--- src/rtl/fbf_pkg.sv ---
package fbf_pkg;
  typedef enum int unsigned {
    STB_CE = 0,
    STB_OE = 1,
    STB_WE = 2
  } stb_idx_e;
  localparam int unsigned NUM_STB = 3;
endpackage

--- src/rtl/fbf_glitch_filter.sv ---
module fbf_glitch_filter #(
  parameter int unsigned LEN = 5
) (
  input  logic clk_i,
  input  logic rst_ni,
  input  logic raw_i,
  output logic filt_o
);
  localparam int unsigned CW = (LEN > 1) ? $clog2(LEN) : 1;

  logic [CW-1:0] run_q;
  logic          filt_q;

  always_ff @(posedge clk_i or negedge rst_ni) begin
    if (!rst_ni) begin
      run_q  <= '0;
      filt_q <= 1'b1;
    end else if (raw_i == filt_q) begin
      run_q <= '0;
    end else if (run_q == CW'(LEN - 1)) begin
      filt_q <= raw_i;
      run_q  <= '0;
    end else begin
      run_q <= run_q + 1'b1;
    end
  end

  assign filt_o = filt_q;

  a_r2_flip_follows_pin: assert property (@(posedge clk_i) disable iff (!rst_ni)
    (filt_o != $past(filt_o)) |-> ($past(raw_i) == filt_o));
endmodule

--- src/rtl/fbf_delay.sv ---
module fbf_delay #(
  parameter int unsigned W     = 8,
  parameter int unsigned DEPTH = 2
) (
  input  logic         clk_i,
  input  logic         rst_ni,
  input  logic [W-1:0] d_i,
  output logic [W-1:0] q_o
);
  logic [W-1:0] stage_q [DEPTH];

  for (genvar s = 0; s < DEPTH; s++) begin : g_stage
    always_ff @(posedge clk_i or negedge rst_ni) begin
      if (!rst_ni) stage_q[s] <= '0;
      else if (s == 0) stage_q[s] <= d_i;
      else stage_q[s] <= stage_q[(s == 0) ? 0 : s-1];
    end
  end

  assign q_o = stage_q[DEPTH-1];
endmodule

--- src/rtl/fbf_idle_timer.sv ---
module fbf_idle_timer #(
  parameter int unsigned W        = 8,
  parameter int unsigned IDLE_CYC = 300
) (
  input  logic         clk_i,
  input  logic         rst_ni,
  input  logic [W-1:0] bus_i,
  output logic         standby_o
);
  localparam int unsigned CW = $clog2(IDLE_CYC + 1);

  logic [W-1:0]  prev_q;
  logic [CW-1:0] quiet_q;
  logic          chg;

  assign chg = (bus_i != prev_q);

  always_ff @(posedge clk_i or negedge rst_ni) begin
    if (!rst_ni) begin
      prev_q  <= '0;
      quiet_q <= '0;
    end else begin
      prev_q <= bus_i;
      if (chg) quiet_q <= '0;
      else if (quiet_q != CW'(IDLE_CYC)) quiet_q <= quiet_q + 1'b1;
    end
  end

  assign standby_o = (quiet_q == CW'(IDLE_CYC));

  a_r10_change_wakes: assert property (@(posedge clk_i) disable iff (!rst_ni)
    chg |=> !standby_o);
endmodule

--- src/rtl/flash_bus_frontend.sv ---
module flash_bus_frontend #(
  parameter int unsigned AW       = 22,
  parameter int unsigned DW       = 16,
  parameter int unsigned FILT_LEN = 5,
  parameter int unsigned IDLE_CYC = 300
) (
  input  logic          clk_i,
  input  logic          rst_ni,
  input  logic          ce_ni,
  input  logic          oe_ni,
  input  logic          we_ni,
  input  logic          word_mode_i,
  input  logic [AW-1:0] addr_i,
  input  logic [DW-1:0] dq_i,
  output logic [DW-1:0] dq_oe_o,
  output logic          rd_active_o,
  output logic [AW:0]   rd_addr_o,
  output logic          wr_evt_o,
  output logic [AW:0]   wr_addr_o,
  output logic [DW-1:0] wr_data_o,
  output logic          standby_o
);
  import fbf_pkg::*;

  localparam int unsigned HW  = DW / 2;
  localparam int unsigned PW  = 1 + AW + DW;
  localparam int unsigned BW  = 4 + AW + DW;
  localparam int unsigned DLY = FILT_LEN + 1;

  // strobe filtering
  logic [NUM_STB-1:0] stb_raw, stb_f;
  assign stb_raw[STB_CE] = ce_ni;
  assign stb_raw[STB_OE] = oe_ni;
  assign stb_raw[STB_WE] = we_ni;

  for (genvar i = 0; i < NUM_STB; i++) begin : g_flt
    fbf_glitch_filter #(.LEN(FILT_LEN)) u_flt (
      .clk_i (clk_i),
      .rst_ni(rst_ni),
      .raw_i (stb_raw[i]),
      .filt_o(stb_f[i])
    );
  end

  logic ce_f, oe_f, we_f;
  assign ce_f = stb_f[STB_CE];
  assign oe_f = stb_f[STB_OE];
  assign we_f = stb_f[STB_WE];

  // pin delay aligned with the filter latency
  logic [PW-1:0] dly;
  fbf_delay #(.W(PW), .DEPTH(DLY)) u_dly (
    .clk_i (clk_i),
    .rst_ni(rst_ni),
    .d_i   ({word_mode_i, addr_i, dq_i}),
    .q_o   (dly)
  );

  logic          d_word;
  logic [AW-1:0] d_addr;
  logic [DW-1:0] d_dq;
  assign {d_word, d_addr, d_dq} = dly;

  // write window
  logic          wr_win, wr_win_q, wr_evt_q;
  logic [AW:0]   wr_addr_q;
  logic [DW-1:0] wr_data_q;

  assign wr_win = ~ce_f & ~we_f;

  always_ff @(posedge clk_i or negedge rst_ni) begin
    if (!rst_ni) begin
      wr_win_q  <= 1'b0;
      wr_evt_q  <= 1'b0;
      wr_addr_q <= '0;
      wr_data_q <= '0;
    end else begin
      wr_win_q <= wr_win;
      wr_evt_q <= 1'b0;
      if (wr_win && !wr_win_q)
        wr_addr_q <= {d_addr, d_word ? 1'b0 : d_dq[DW-1]};
      if (!wr_win && wr_win_q) begin
        wr_data_q <= d_word ? d_dq : {{(DW-HW){1'b0}}, d_dq[HW-1:0]};
        wr_evt_q  <= oe_f;
      end
    end
  end

  assign wr_evt_o  = wr_evt_q;
  assign wr_addr_o = wr_addr_q;
  assign wr_data_o = wr_data_q;

  // read path
  assign rd_active_o = ~ce_f & ~oe_f & we_f;
  assign rd_addr_o   = {addr_i, word_mode_i ? 1'b0 : dq_i[DW-1]};

  for (genvar b = 0; b < DW; b++) begin : g_oe
    if (b < HW) begin : g_lo
      assign dq_oe_o[b] = rd_active_o;
    end else begin : g_hi
      assign dq_oe_o[b] = rd_active_o & word_mode_i;
    end
  end

  fbf_idle_timer #(.W(BW), .IDLE_CYC(IDLE_CYC)) u_idle (
    .clk_i    (clk_i),
    .rst_ni   (rst_ni),
    .bus_i    ({ce_ni, oe_ni, we_ni, word_mode_i, addr_i, dq_i}),
    .standby_o(standby_o)
  );

  a_r7_evt_needs_oe: assert property (@(posedge clk_i) disable iff (!rst_ni)
    wr_evt_o |-> $past(oe_f));
  a_r9_single_pulse: assert property (@(posedge clk_i) disable iff (!rst_ni)
    wr_evt_o |=> !wr_evt_o);
  a_r8_upper_lanes_quiet: assert property (@(posedge clk_i) disable iff (!rst_ni)
    (|dq_oe_o[DW-1:HW]) |-> word_mode_i);
  a_r5_no_drive_deselected: assert property (@(posedge clk_i) disable iff (!rst_ni)
    $past(ce_f) && ce_f |-> (dq_oe_o == '0));
endmodule

--- config.mk ---
export PLATFORM = sky130hd
export DESIGN_NAME = flash_bus_frontend
export DESIGN_NICKNAME = d
export VERILOG_FILES = /design/src/rtl/fbf_pkg.sv /design/src/rtl/fbf_glitch_filter.sv /design/src/rtl/fbf_delay.sv /design/src/rtl/fbf_idle_timer.sv /design/src/rtl/flash_bus_frontend.sv
export SDC_FILE = /design/constraint.sdc
export NUM_CORES = 1
export LEC_CHECK = 0
export ABC_AREA = 0
export ABC_CLOCK_PERIOD_IN_PS = 2790
export BUFFER_PORTS_ARGS = -buffer_cell sky130_fd_sc_hd__buf_4
export CAP_MARGIN = 10
export CORE_MARGIN = 2
export CORE_UTILIZATION = 55
export CTS_BUF_LIST = sky130_fd_sc_hd__clkbuf_16
export CTS_CLUSTER_DIAMETER = 60
export DETAILED_ROUTE_END_ITERATION = 7
export PLACE_DENSITY_LB_ADDON = 0.15
export SYNTH_ARGS = -nofsm -noshare
export SYNTH_HDL_FRONTEND = slang
export SYNTH_SLANG_ARGS = --single-unit
--- constraint.sdc ---
create_clock -name clk_i -period 2.79 [get_ports clk_i]
set_input_delay 0 -clock clk_i [delete_from_list [all_inputs] [get_ports clk_i]]
set_output_delay 0 -clock clk_i [all_outputs]
set_load 0.01 [all_outputs]
==> impl_metrics.json <==
{
  "cts_tree": "done",
  "drive_gt1_share_pct": 30.42,
  "startpoint_type": "flop",
  "synthFlopType": "dfrtp_1",
  "core_sq_um": 16640,
  "dpl_worst_slack_ns": 0.9879,
  "clkTransAtPathRegs_ns": 0.06,
  "finalNetCount": 752,
  "routedWlPerCell_um": 15.10,
  "synth_area_sq_um": 9379,
  "dieArea_sq_um": 18110,
  "area.growth.synth_to_final_pct": 23.93,
  "antenna_left": 0,
  "final_common_cell": "dfrtp_1",
  "yosysSeqAreaShare_pct": 79.82,
  "antenna_found_initial": 0,
  "maxSlewViolCount": 0,
  "fin_util_pct": 69.84,
  "insertion_delay_ns": 0.52,
  "fmax_mhz": 486.1,
  "die_h_um": 134.6,
  "skew_ns": 0.008607,
  "status": "completed",
  "grt_pass1_wl_um": 24000,
  "r2r_setup_slack_ns": 1.04,
  "max-vdd-ir-drop_v": 0.0004690,
  "p_leak_nw": 5.366,
  "syn-num-nets": 591,
  "worst_pin_slew_ns": 0.6324,
  "rsz0062_at_grt": "false",
  "rr_worst_depth": 4,
  "tns_ns": 0,
  "path_class": "flop to primary output",
  "viasPerCell": 4.724,
  "overflow": 0,
  "vias": 4441,
  "ys_types": 39,
  "yosys_warnings": 0,
  "fin_cells": 940,
  "clock_sinks": 299,
  "cp.arrival_ns": 2.06,
  "diodes": 0,
  "rows": 47,
  "relSlewSlack_pct": 57.84,
  "synth-edff-count": 0,
  "worstReg2RegEnd": "u_idle.quiet_q[0]$_DFFE_PN0P_",
  "cap_viol_max_count": 0,
  "power_density_nw_per_um2": 894.8,
  "dp.cells": 847,
  "fillers": 1093,
  "cts_max_path_buffers": 3,
  "place_congestion": 0.7041,
  "hold_viol_final": 0,
  "fin_ws_ns": 0.7328,
  "drc": 0,
  "grt_pass1_vias": 4867,
  "cp-end-kind": "primary output",
  "postRouteWirelength_um": 14200,
  "period_share_pct": 73.74,
  "min_period_ns": 2.057,
  "ctsRootBufferMaster": "clkbuf_16",
  "track_usage_pct": 16.72,
  "setup_violations": 0,
  "drtIter0Drc": 153,
  "hold_slack_ns": 0.04163,
  "layout_common_cells": "296 x dfrtp_1, 130 x buf_4, 44 x xor2_1, 43 x dlygate4sd3_1, 33 x mux2_2",
  "h-tree-depth": 1,
  "netlist_instances": 539,
  "dr.pass1.iters": 4,
  "grt_max_degree": 87,
  "numCtsBuffers": 28,
  "hpwl_um": 9107,
  "worst_ep_required_time_ns": 2.79,
  "critPathLaunch": "g_flt[2].u_flt.filt_o$_DFFE_PN1P_",
  "cp_max_fo": 10,
  "r2r_start": "u_idle.prev_q[4]$_DFF_PN0_",
  "min_path_type": "input pin to asynchronous set/reset pin",
  "async_flop_share_pct": 100.0,
  "top_level_ports": 125,
  "initial_core_util_pct": 56.36,
  "die_width_um": 134.6,
  "io_buffers": 124,
  "syn_avg_cell_area_sq_um": 17.40,
  "ys_seq_elements": 299
}
## where the power goes
group          total, mW  internal, mW  switching [mW]
logic               1.82         0.985           0.832
registers           5.19          4.89           0.302
clock network       3.40          1.95            1.45
total               10.4          7.82            2.58
## metal layers
metal | GRT usage, % | wire length [um] | vias up
met5 | 0 | 0 | -
met4 | 4.386 | 193 | 0
met3 | 3.153 | 667 | 17
met2 | 28.51 | 7418 | 99
met1 | 22.55 | 5916 | 2275
li1 | - | - | 2050
## cells by family after synthesis
group	share of synthesized area, %
xor+xnor	4.669
flops	79.82
buf+inv	3.815
simple gates	5.136
mux	4.282
fa+ha+maj	1.067
compound gates	1.214
## worst max-delay path, cell delays in order (launching register included)
cell	delay (ns)
dfstp_2	0.61
nor3b_1	0.24
buf_4	0.21
and2_1	0.30
buf_4	0.19
## registers in the layout (all words and copies together) (netlist names)
signal,cells
g_flt.u_flt.filt_o,3
u_idle.quiet_q,9
wr_addr_o,23
wr_evt_o,1
u_idle.prev_q,42
u_dly.q_o,39
g_flt.u_flt.run_q,9
wr_win_q,1
wr_data_o,16
u_dly.stage_q,156
## how the worst max path moves through the flow
| stage | slack [ns] | to |
|---|---|---|
| after detailed placement | 0.99 | u_idle.quiet_q[3]$_DFFE_PN0P_ |
| after floorplan | 0.68 | dq_oe_o[10] |
| after global placement | 1.06 | u_idle.quiet_q[4]$_DFFE_PN0P_ |
| final | 0.73 | dq_oe_o[8] |
| after global routing | 0.63 | dq_oe_o[8] |
| after CTS | 0.70 | dq_oe_o[8] |
## layout make-up
type / instances / area (sq um) / area share [%]
sequential: 299 / 7486 / 64.40
multi-input combinational: 184 / 1541 / 13.26
timing repair buffer: 175 / 1441 / 12.40
clock buffer: 29 / 725.7 / 6.243
tap: 220 / 275.3 / 2.368
clock inverter: 21 / 108.9 / 0.9365
inverter: 12 / 45.04 / 0.3875
## through the flow
stage | cell area [sq um] | power (mW)
floorplan | 9379 | 6.211
global placement | 10360 | 6.982
detailed placement | 10360 | 7.068
CTS | 11620 | 10.56
global route | 11620 | 10.94
finish | 11620 | 10.40
## synth_stat cells, types with 6 or more instances
library cell / count / area, sq um
nor4_2: 7 / 87.58
nor2_1: 9 / 33.78
nor4_1: 8 / 50.05
mux2_2: 33 / 371.6
ha_1: 8 / 100.1
nand2_1: 23 / 86.33
xor2_1: 44 / 385.4
buf_4: 39 / 292.8
o21ai_0: 11 / 55.05
dfrtp_1: 296 / 7407
inv_1: 12 / 45.04
xnor2_1: 6 / 52.55
## what timing repair did
item	CTS	global route
hold buffers	43	0
hold endpoints to repair	135	0
buffers inserted	0	0
gates resized for setup	0	0
Note: power is estimated with default switching activity, not from simulation.
